`config.mk`:
```
export PLATFORM = sky130hd
export DESIGN_NAME = cmd_ring_fetcher
export DESIGN_NICKNAME = d
export VERILOG_FILES = /design/src/rtl/crf_pkg.sv /design/src/rtl/crf_ptr_track.sv /design/src/rtl/crf_fetch_fsm.sv /design/src/rtl/cmd_ring_fetcher.sv
export SDC_FILE = /design/constraint.sdc
export NUM_CORES = 1
export LEC_CHECK = 0
export ABC_AREA = 1
export BUFFER_PORTS_ARGS = -buffer_cell sky130_fd_sc_hd__buf_2
export CORE_MARGIN = 1.5
export CORE_UTILIZATION = 30
export DETAILED_ROUTE_END_ITERATION = 10
export GPL_TIMING_DRIVEN = 1
export PLACE_DENSITY = 0.61
export SYNTH_ARGS = -nofsm -noshare
export SYNTH_HDL_FRONTEND = slang
export SYNTH_SLANG_ARGS = --single-unit
```
`constraint.sdc`:
```
create_clock -name clk -period 2.2 [get_ports clk]
set_input_delay 0.11 -clock clk [delete_from_list [all_inputs] [get_ports clk]]
set_output_delay 0.11 -clock clk [all_outputs]
set_load 0.05 [all_outputs]
```
`src/rtl/crf_pkg.sv`:
```
package crf_pkg;
  typedef enum logic [2:0] {
    ST_IDLE,
    ST_REQ,
    ST_WAIT,
    ST_OUT,
    ST_WB
  } crf_state_e;

  localparam int unsigned WORD_BYTES = 4;
  localparam int unsigned WORD_W     = 32;
endpackage

```
`src/rtl/crf_ptr_track.sv`:
```
module crf_ptr_track #(
  parameter int unsigned ADDR_W = 32,
  parameter int unsigned PTR_W  = 16,
  parameter int unsigned LG_W   = 5
) (
  input  logic              clk,
  input  logic              rst,
  input  logic [ADDR_W-1:0] cfg_ring_base,
  input  logic [LG_W-1:0]   cfg_size_lg,
  input  logic              db_valid,
  input  logic [PTR_W-1:0]  db_wptr,
  input  logic              ib_go,
  input  logic [ADDR_W-1:0] ib_base,
  input  logic [PTR_W-1:0]  ib_len,
  input  logic              adv_ring,
  input  logic              adv_ib,
  input  logic              ib_exit,
  output logic [PTR_W-1:0]  rptr_o,
  output logic [ADDR_W-1:0] ring_addr_o,
  output logic [ADDR_W-1:0] ib_addr_o,
  output logic              ring_pending_o,
  output logic              ib_mode_o,
  output logic              ib_pending_o
);
  import crf_pkg::*;

  localparam logic [PTR_W-1:0] STEP = PTR_W'(WORD_BYTES);

  logic [PTR_W-1:0]  rptr_q, wptr_q, ib_off_q, ib_len_q;
  logic [ADDR_W-1:0] ib_base_q;
  logic              ib_mode_q;
  logic [PTR_W:0]    size_full;
  logic [PTR_W-1:0]  mask;

  // ring size mask, 2^lg - 1 (lg == PTR_W gives all ones)
  always_comb begin
    size_full = (PTR_W+1)'(1) << cfg_size_lg;
    mask      = PTR_W'(size_full - 1'b1);
  end

  // ring offsets
  always_ff @(posedge clk) begin
    if (rst) begin
      rptr_q <= '0;
      wptr_q <= '0;
    end else begin
      if (db_valid) wptr_q <= db_wptr & mask;
      if (adv_ring) rptr_q <= (rptr_q + STEP) & mask;
    end
  end

  // indirect buffer state
  always_ff @(posedge clk) begin
    if (rst) begin
      ib_mode_q <= 1'b0;
      ib_off_q  <= '0;
      ib_len_q  <= '0;
      ib_base_q <= '0;
    end else if (ib_go && !ib_mode_q) begin
      ib_mode_q <= 1'b1;
      ib_off_q  <= '0;
      ib_len_q  <= {ib_len[PTR_W-1:2], 2'b00};
      ib_base_q <= ib_base;
    end else if (ib_exit) begin
      ib_mode_q <= 1'b0;
    end else if (adv_ib) begin
      ib_off_q  <= ib_off_q + STEP;
    end
  end

  assign rptr_o         = rptr_q;
  assign ring_addr_o    = cfg_ring_base + ADDR_W'(rptr_q);
  assign ib_addr_o      = ib_base_q + ADDR_W'(ib_off_q);
  assign ring_pending_o = (rptr_q != wptr_q);
  assign ib_mode_o      = ib_mode_q;
  assign ib_pending_o   = (ib_off_q != ib_len_q);
endmodule

```
`src/rtl/crf_fetch_fsm.sv`:
```
module crf_fetch_fsm #(
  parameter int unsigned ADDR_W = 32,
  parameter int unsigned PTR_W  = 16
) (
  input  logic              clk,
  input  logic              rst,
  input  logic [ADDR_W-1:0] cfg_wb_addr,
  input  logic [PTR_W-1:0]  rptr,
  input  logic [ADDR_W-1:0] ring_addr,
  input  logic [ADDR_W-1:0] ib_addr,
  input  logic              ring_pending,
  input  logic              ib_mode,
  input  logic              ib_pending,
  output logic              rd_req_valid,
  output logic [ADDR_W-1:0] rd_req_addr,
  input  logic              rd_req_ready,
  input  logic              rd_rsp_valid,
  input  logic [31:0]       rd_rsp_data,
  output logic              word_valid,
  output logic [31:0]       word_data,
  input  logic              word_ready,
  output logic              wb_valid,
  output logic [ADDR_W-1:0] wb_addr,
  output logic [31:0]       wb_data,
  input  logic              wb_ready,
  output logic              busy,
  output logic              adv_ring,
  output logic              adv_ib,
  output logic              ib_exit
);
  import crf_pkg::*;

  crf_state_e        state_q;
  logic              busy_q, src_ib_q;
  logic              rd_valid_q, word_valid_q, wb_valid_q;
  logic [ADDR_W-1:0] rd_addr_q, wb_addr_q;
  logic [31:0]       word_q, wb_data_q;
  logic              take_word;

  assign take_word = (state_q == ST_OUT) && word_ready;
  assign adv_ring  = take_word && !src_ib_q;
  assign adv_ib    = take_word && src_ib_q;
  assign ib_exit   = (state_q == ST_IDLE) && ib_mode && !ib_pending;

  always_ff @(posedge clk) begin
    if (rst) begin
      state_q      <= ST_IDLE;
      busy_q       <= 1'b0;
      src_ib_q     <= 1'b0;
      rd_valid_q   <= 1'b0;
      rd_addr_q    <= '0;
      word_valid_q <= 1'b0;
      word_q       <= '0;
      wb_valid_q   <= 1'b0;
      wb_addr_q    <= '0;
      wb_data_q    <= '0;
    end else begin
      unique case (state_q)
        ST_IDLE: begin
          if (ib_mode) begin
            if (ib_pending) begin
              rd_addr_q  <= ib_addr;
              src_ib_q   <= 1'b1;
              rd_valid_q <= 1'b1;
              busy_q     <= 1'b1;
              state_q    <= ST_REQ;
            end
          end else if (ring_pending) begin
            rd_addr_q  <= ring_addr;
            src_ib_q   <= 1'b0;
            rd_valid_q <= 1'b1;
            busy_q     <= 1'b1;
            state_q    <= ST_REQ;
          end else if (busy_q) begin
            busy_q <= 1'b0;
            if (cfg_wb_addr != '0) begin
              wb_addr_q  <= cfg_wb_addr;
              wb_data_q  <= 32'(rptr >> 2);
              wb_valid_q <= 1'b1;
              state_q    <= ST_WB;
            end
          end
        end
        ST_REQ: begin
          if (rd_req_ready) begin
            rd_valid_q <= 1'b0;
            state_q    <= ST_WAIT;
          end
        end
        ST_WAIT: begin
          if (rd_rsp_valid) begin
            word_q       <= rd_rsp_data;
            word_valid_q <= 1'b1;
            state_q      <= ST_OUT;
          end
        end
        ST_OUT: begin
          if (word_ready) begin
            word_valid_q <= 1'b0;
            state_q      <= ST_IDLE;
          end
        end
        ST_WB: begin
          if (wb_ready) begin
            wb_valid_q <= 1'b0;
            state_q    <= ST_IDLE;
          end
        end
        default: state_q <= ST_IDLE;
      endcase
    end
  end

  assign rd_req_valid = rd_valid_q;
  assign rd_req_addr  = rd_addr_q;
  assign word_valid   = word_valid_q;
  assign word_data    = word_q;
  assign wb_valid     = wb_valid_q;
  assign wb_addr      = wb_addr_q;
  assign wb_data      = wb_data_q;
  assign busy         = busy_q;
endmodule

```
`src/rtl/cmd_ring_fetcher.sv`:
```
module cmd_ring_fetcher #(
  parameter int unsigned ADDR_W = 32,
  parameter int unsigned PTR_W  = 16,
  localparam int unsigned LG_W  = $clog2(PTR_W + 1)
) (
  input  logic              clk,
  input  logic              rst,
  input  logic [ADDR_W-1:0] cfg_ring_base,
  input  logic [LG_W-1:0]   cfg_size_lg,
  input  logic [ADDR_W-1:0] cfg_wb_addr,
  input  logic              db_valid,
  input  logic [PTR_W-1:0]  db_wptr,
  input  logic              ib_go,
  input  logic [ADDR_W-1:0] ib_base,
  input  logic [PTR_W-1:0]  ib_len,
  output logic              rd_req_valid,
  output logic [ADDR_W-1:0] rd_req_addr,
  input  logic              rd_req_ready,
  input  logic              rd_rsp_valid,
  input  logic [31:0]       rd_rsp_data,
  output logic              word_valid,
  output logic [31:0]       word_data,
  input  logic              word_ready,
  output logic              wb_valid,
  output logic [ADDR_W-1:0] wb_addr,
  output logic [31:0]       wb_data,
  input  logic              wb_ready,
  output logic              busy
);
  logic [PTR_W-1:0]  rptr;
  logic [ADDR_W-1:0] ring_addr, ib_addr;
  logic              ring_pending, ib_mode, ib_pending;
  logic              adv_ring, adv_ib, ib_exit;

  crf_ptr_track #(.ADDR_W(ADDR_W), .PTR_W(PTR_W), .LG_W(LG_W)) ptr_i (
    .clk           (clk),
    .rst           (rst),
    .cfg_ring_base (cfg_ring_base),
    .cfg_size_lg   (cfg_size_lg),
    .db_valid      (db_valid),
    .db_wptr       (db_wptr),
    .ib_go         (ib_go),
    .ib_base       (ib_base),
    .ib_len        (ib_len),
    .adv_ring      (adv_ring),
    .adv_ib        (adv_ib),
    .ib_exit       (ib_exit),
    .rptr_o        (rptr),
    .ring_addr_o   (ring_addr),
    .ib_addr_o     (ib_addr),
    .ring_pending_o(ring_pending),
    .ib_mode_o     (ib_mode),
    .ib_pending_o  (ib_pending)
  );

  crf_fetch_fsm #(.ADDR_W(ADDR_W), .PTR_W(PTR_W)) fsm_i (
    .clk          (clk),
    .rst          (rst),
    .cfg_wb_addr  (cfg_wb_addr),
    .rptr         (rptr),
    .ring_addr    (ring_addr),
    .ib_addr      (ib_addr),
    .ring_pending (ring_pending),
    .ib_mode      (ib_mode),
    .ib_pending   (ib_pending),
    .rd_req_valid (rd_req_valid),
    .rd_req_addr  (rd_req_addr),
    .rd_req_ready (rd_req_ready),
    .rd_rsp_valid (rd_rsp_valid),
    .rd_rsp_data  (rd_rsp_data),
    .word_valid   (word_valid),
    .word_data    (word_data),
    .word_ready   (word_ready),
    .wb_valid     (wb_valid),
    .wb_addr      (wb_addr),
    .wb_data      (wb_data),
    .wb_ready     (wb_ready),
    .busy         (busy),
    .adv_ring     (adv_ring),
    .adv_ib       (adv_ib),
    .ib_exit      (ib_exit)
  );
endmodule

```
== Word-level counts from Yosys, hierarchy flattened ==
Index checks and enable logic that the tools add are counted.

* Register bits after elaboration: 213
* Logic and storage cells: 105
* Output and inout bits: 132
* Bits of input ports: 173

* Shifts and indexed selects: 1
* Bitwise logic cells: 5
* Add/sub/neg operators: 5
* Equality and inequality tests: 19
* Mux-type cells: 33
* Reduce and logical (&&, ||, !) cells: 26

{| class="wikitable"
|+ Operator list
! kind !! number
|-
| $mux 32 || 3
|-
| $add 32x16->32 || 2
|-
| $add 16x3->16 const B || 2
|-
| $and 16x16->16 || 2
|-
| $ne 16x16->1 || 2
|-
| $reduce_bool 32->1 || 1
|-
| $mux 3 || 9
|-
| $mux 1 || 17
|-
| $shl 1x5->16 const A || 1
|-
| $sub 16x1->16 const B || 1
|-
| $pmux 3 s5 || 1
|-
| $ne 2x2->1 const B || 7
|-
| $reduce_bool 2->1 || 5
|-
| $reduce_and 7->1 || 1
|-
| $eq 3x2->1 const B || 2
|-
| $logic_and 1x1->1 || 6
|-
| $ne 3x2->1 const B || 2
|-
| $pmux 1 s2 || 3
|-
| $reduce_and 2->1 || 3
|-
| $reduce_and 3->1 || 2
|-
| $reduce_and 6->1 || 1
|-
| $reduce_and 5->1 || 1
|-
| $ne 2x1->1 const B || 2
|-
| $ne 4x2->1 const B || 1
|-
| 8 further kinds || 12
|}

== Longest topological paths before layout ==
* Depth in word-level cells: 6
* Mapped depth: 16
* Mapped depth without buffers: 16

== Cells and area by module ==
Synthesis repeated with hierarchy kept, for this count alone.

* Cell total of the unflattened synthesis: 2,007
* Area total of the unflattened synthesis: 12,600.8 um^2

{| class="wikitable"
|+ Modules (own cells, without submodules)
! module !! sequential area each (um^2) !! area each (um^2) !! instances !! cells an instance
|-
| crf_ptr_track || 1,861.8 || 7,546.0 || 1 || 1,272
|-
| crf_fetch_fsm || 2,362.3 || 5,054.8 || 1 || 735
|}

== Worst setup path after synthesis ==
OpenSTA, ideal clock, no wires.

* Path type: register to register
* From: register ptr_i.ib_off_q[2]
* To: register fsm_i.rd_addr_q[16] (netlist: fsm_i.rd_req_addr[16])
* Library setup time: 0.116 ns
* Arrival: 1.854 ns
* Required time: 2.084 ns
* Setup slack: 0.229 ns
* Path buffers: 0
* Clock period less this slack: 1.971 ns
* Stages on the path, launching flop included: 14
* Path through: dfxtp_1 ha_1 fa_1 nand3_1 nand3_1 nand2_1 nand2_1 nand2_1 nand2_1 xor2_1 nand2_1 nand2_1 nor2_1 nor2_1

* Word-level cells in the longest chain between the ends: 3
* Elaborated cells on any way between the ends: 6
* Classes of those cells: 1 x add/sub; 2 x eq/ne; 2 x mux; 1 x reduce/logical

{| class="wikitable"
|+ Ends and longest elaborated chain
! what !! RTL line !! source
|-
| from (decl) || crf_ptr_track.sv:29 || <nowiki>logic [PTR_W-1:0] rptr_q, wptr_q, ib_off_q, ib_len_q;</nowiki>
|-
| from (signal assigned) || crf_ptr_track.sv:67 || <nowiki>ib_off_q <= ib_off_q + STEP;</nowiki>
|-
| $add 32x16->32 or $ne 16x16->1 (tied branches) || crf_ptr_track.sv:73, crf_ptr_track.sv:76 ||
|-
| $mux 32 or $ne 2x1->1 (tied branches) || -- ||
|-
| $mux 32 or $reduce_and 3->1 (tied branches) || -- ||
|-
| to (signal assigned) || crf_fetch_fsm.sv:62 || <nowiki>rd_addr_q <= ib_addr;</nowiki>
|-
| to (signal assigned) || crf_fetch_fsm.sv:69 || <nowiki>rd_addr_q <= ring_addr;</nowiki>
|-
| to (decl) || crf_fetch_fsm.sv:36 || <nowiki>logic [ADDR_W-1:0] rd_addr_q, wb_addr_q;</nowiki>
|}

Several ways; a longest one is shown, not always the timed one. The select of a mux whose other input is x is not followed.
A chain may end at the register's enable or synchronous reset.

== Final worst setup path ==
* From: register ptr_i.rptr_q[4] (netlist: ptr_i.rptr_o[4])
* To: register fsm_i.wb_addr_q[13] (netlist: fsm_i.wb_addr[13])

* Word-level cells in the longest chain between the ends: 3

{| class="wikitable"
|+ Ends and longest elaborated chain
! what !! RTL line !! source
|-
| from (decl) || crf_ptr_track.sv:29 ||
|-
| from (signal assigned) || crf_ptr_track.sv:48 || <nowiki>if (adv_ring) rptr_q <= (rptr_q + STEP) & mask;</nowiki>
|-
| $ne 16x16->1 || crf_ptr_track.sv:74 || <nowiki>assign ring_pending_o = (rptr_q != wptr_q);</nowiki>
|-
| $not 1->1 (no source line) || -- ||
|-
| $reduce_and 5->1 (no source line) || -- ||
|-
| to (signal assigned) || crf_fetch_fsm.sv:77 || <nowiki>wb_addr_q <= cfg_wb_addr;</nowiki>
|-
| to (decl) || crf_fetch_fsm.sv:36 ||
|}

Every way passes these cells.

==> results.yml <==
status:
  status: "finished clean"
routing:
  via_count: 13740
  final_antenna_net_count: 0
  drc_errors: 0
  wl_mm: 43.42
  wl_per_cell_um: 15.00
  viasPerCell: 4.747
  drt_iter0_markers: 895
  first_pass_iters: 5
global_route:
  gr-total-overflow: 0
  antenna_found_initial: 7
  grt_pass1_vias: 13100
  grt_util_met1: 0.2607
  grt_usage: 0.2029
  grt_max_degree: 75
  met2_usage: 0.3400
  grtUsageMet3: 0.04257
  grt_first_pass_wirelength_mm: 67.74
  busiest_layer: "met2"
synthesis:
  ys_ff_latch: 211
  synth.distinct_cells: 43
  ys_seq_area_frac: 0.3485
  async_flop_share: 0
  netlist_instances: 1883
  synth_edf_count: 0
  synth_warnings: 0
  syn_avg_cell_area_um2: 6.437
  ys.flop_type: "dfxtp_1"
  syn_area_mm2: 0.01212
worst_setup_path:
  cp_max_fo: 40
  crit_buf_inv: 3
  crit_required_ns: 2.68
  slowest_stage: "dfxtp_1"
  cpMostUsedCell: "a21oi_1"
  crit_type: "flop to flop"
  critPathCaptureType: "flop"
  crit_chain: "buf_4 -> xor2_1 -> a21oi_1 -> nand2_1 -> nor2_2 -> nand3_2 -> nor2_4 -> buf_12 -> buf_16 -> o21ai_1 -> a21oi_1"
  worstPathArrival_ns: 2.54
  cp_slowest_stage_delay_ns: 0.34
  start_kind: "flop"
  critPathTopFamily: "buffers and inverters"
die:
  coreArea_mm2: 0.03982
  fp.dieArea_mm2: 0.04162
  start_util: 0.3044
  die_x_um: 204
  die_h_um: 204
  pin_count: 305
  rows: 73
final_layout:
  area_growth_syn_to_layout_pct: 40.40
  nets: 2557
  stdcell_area_mm2: 0.01702
  drive_gt1_frac: 0.1993
  layout_commonest_cell: "nand2_1"
  final_cell_mix: "435 x nand2_1, 284 x buf_2, 238 x inv_1"
  finalCoreUtilization: 0.4273
  final_cells: 2895
pwr:
  powerDensity_mw_per_mm2: 802.8
  irDropWorstVdd_v: 0.0006501
  total_power_mw: 13.66
  p_leak_nw: 8.354
clock_network:
  tritoncts: "yes"
  cts_buffers: 27
  clk_path_buf_depth: 3
  cts_root_buf: "clkbuf_16"
  clk_pin_slew_ns: 0.06
  clock_sinks: 211
  htreeDepth: 1
  clock_latency_ns: 0.57
timing:
  maxSlewHeadroom: 0.6507
  drv_slew: 0
  setup_viol: 0
  fin_crit_ns: 2.061
  fmax_mhz: 485.3
  worst_pin_slew_ns: 0.5234
  skew_ns: 0.009734
  hold-worst-slack_ns: 0.02535
  timing.final.hold_violations: 0
  period_share: 0.9367
  rsz0062_at_grt: "true"
placed_design:
  place_area_mm2: 0.01438
  place_congestion: 0.8765
  placedCellCount: 2690
  portBuffers: 284
  hpwl_mm: 32.21
worst_hold_path:
  hp-class: "input port to flop"
run:
  max_cap_viol_count: 0
## flip-flops by register name, indices dropped and copies added, names as in the netlist, 14 cells and up
name and flops:
ptr_i.rptr_o 16, ptr_i.wptr_q 16, ptr_i.ib_len_q 14, fsm_i.rd_req_addr 32
fsm_i.wb_addr 32, ptr_i.ib_base_q 32, ptr_i.ib_off_q 14, fsm_i.wb_data 14
fsm_i.word_data 32
## metal layers
| layer | wire (µm) | vias to the layer above | share of wire |
|---|---|---|---|
| met3 | 2937 | 78 | 0.068 |
| met4 | 1400 | 2 | 0.032 |
| met5 | 13 | - | 0.00030 |
| met2 | 19840 | 430 | 0.46 |
| met1 | 19230 | 6232 | 0.44 |
| li1 | - | 7000 | - |
## cell type report
type                            count  area, µm²
Sequential cell                   211       4238
Antenna cell                        7      17.52
Timing Repair Buffer              506       3543
Fill cell                        4131      22810
Multi-Input combinational cell   1359       6709
Clock inverter                     10      206.4
Tap cell                          525      656.9
Clock buffer                       33      728.2
Inverter                          244      918.4
## cells by family after synthesis
logic type | synth area share
AND/OR/NAND/NOR | 0.3134
AO/OA/AOI/OAI | 0.1590
buffers and inverters | 0.1132
flip-flops | 0.3485
XOR/XNOR | 0.02818
adder cells (fa/ha/maj) | 0.03737
other | 0.0003094
## worst paths after layout
check                              startpoint  cells past startpoint                                 end  slack [ns]
max reg2reg      ptr_i.rptr_o[4]$_SDFFE_PP0P_                     11      fsm_i.wb_addr[13]$_SDFFE_PP0P_        0.14
max              ptr_i.rptr_o[4]$_SDFFE_PP0P_                     11      fsm_i.wb_addr[13]$_SDFFE_PP0P_        0.14
min                         cfg_ring_base[28]                      7  fsm_i.rd_req_addr[28]$_SDFFE_PP0P_        0.03
min reg2reg  fsm_i.word_data[22]$_SDFFE_PP0P_                      2    fsm_i.word_data[22]$_SDFFE_PP0P_        0.46
## Yosys cell counts (3+ instances only)
master,number,area share
buf_4,19,0.012
nor2_1,217,0.067
inv_2,3,0.00093
nor2_2,4,0.0021
nand3_1,169,0.070
xor2_1,25,0.018
buf_2,10,0.0041
ha_1,33,0.034
o21ai_1,50,0.021
buf_6,5,0.0046
nor3_1,25,0.010
a21oi_2,18,0.013
clkbuf_1,50,0.015
nand2_1,442,0.14
o22ai_1,3,0.0015
inv_1,239,0.074
nand3b_1,4,0.0025
or2_2,8,0.0041
a21oi_1,172,0.071
dfxtp_1,211,0.35
nand4_1,24,0.012
o21ai_0,101,0.042
nor4_1,4,0.0021
xnor2_1,14,0.010
a211oi_1,7,0.0043
## through the flow
| stage | setup TNS [ns] | setup WS [ns] |
|---|---|---|
| after floorplan | 0 | 0.2292 |
| after global placement | 0 | 0.04224 |
| after detailed placement | -0.03490 | -0.02003 |
| after CTS | 0 | 0.04074 |
| after global routing | -0.01284 | -0.01284 |
| final | 0 | 0.1392 |
## worst register-to-register path: cells and delay by family (launching register included)
| family | cells | cell delay [ns] |
|---|---|---|
| and+or+nand+nor | 4 | 0.53 |
| xor gates and xnor gates | 1 | 0.15 |
| DFF | 1 | 0.34 |
| buffers and inverters | 3 | 0.55 |
| AOI/OAI and AO/OA | 3 | 0.41 |
## where the power goes
part           internal, mW  leakage, nW  switching, mW
Sequential             4.29         1.73          0.376
Clock                  2.94        0.454           1.83
Combinational          1.25         6.17           2.98
Total                  8.48         8.35           5.18
## timing repair
action | 4_1_cts | 5_1_grt
hold buffers | 154 | 0
setup endpoints to repair | 4 | 46
gates resized for setup | 2 | 48
pin swaps | 0 | 3
endpoints found under the hold margin | 143 | 0
buffers inserted | 0 | 1
Note: power is estimated with default switching activity, not from simulation.
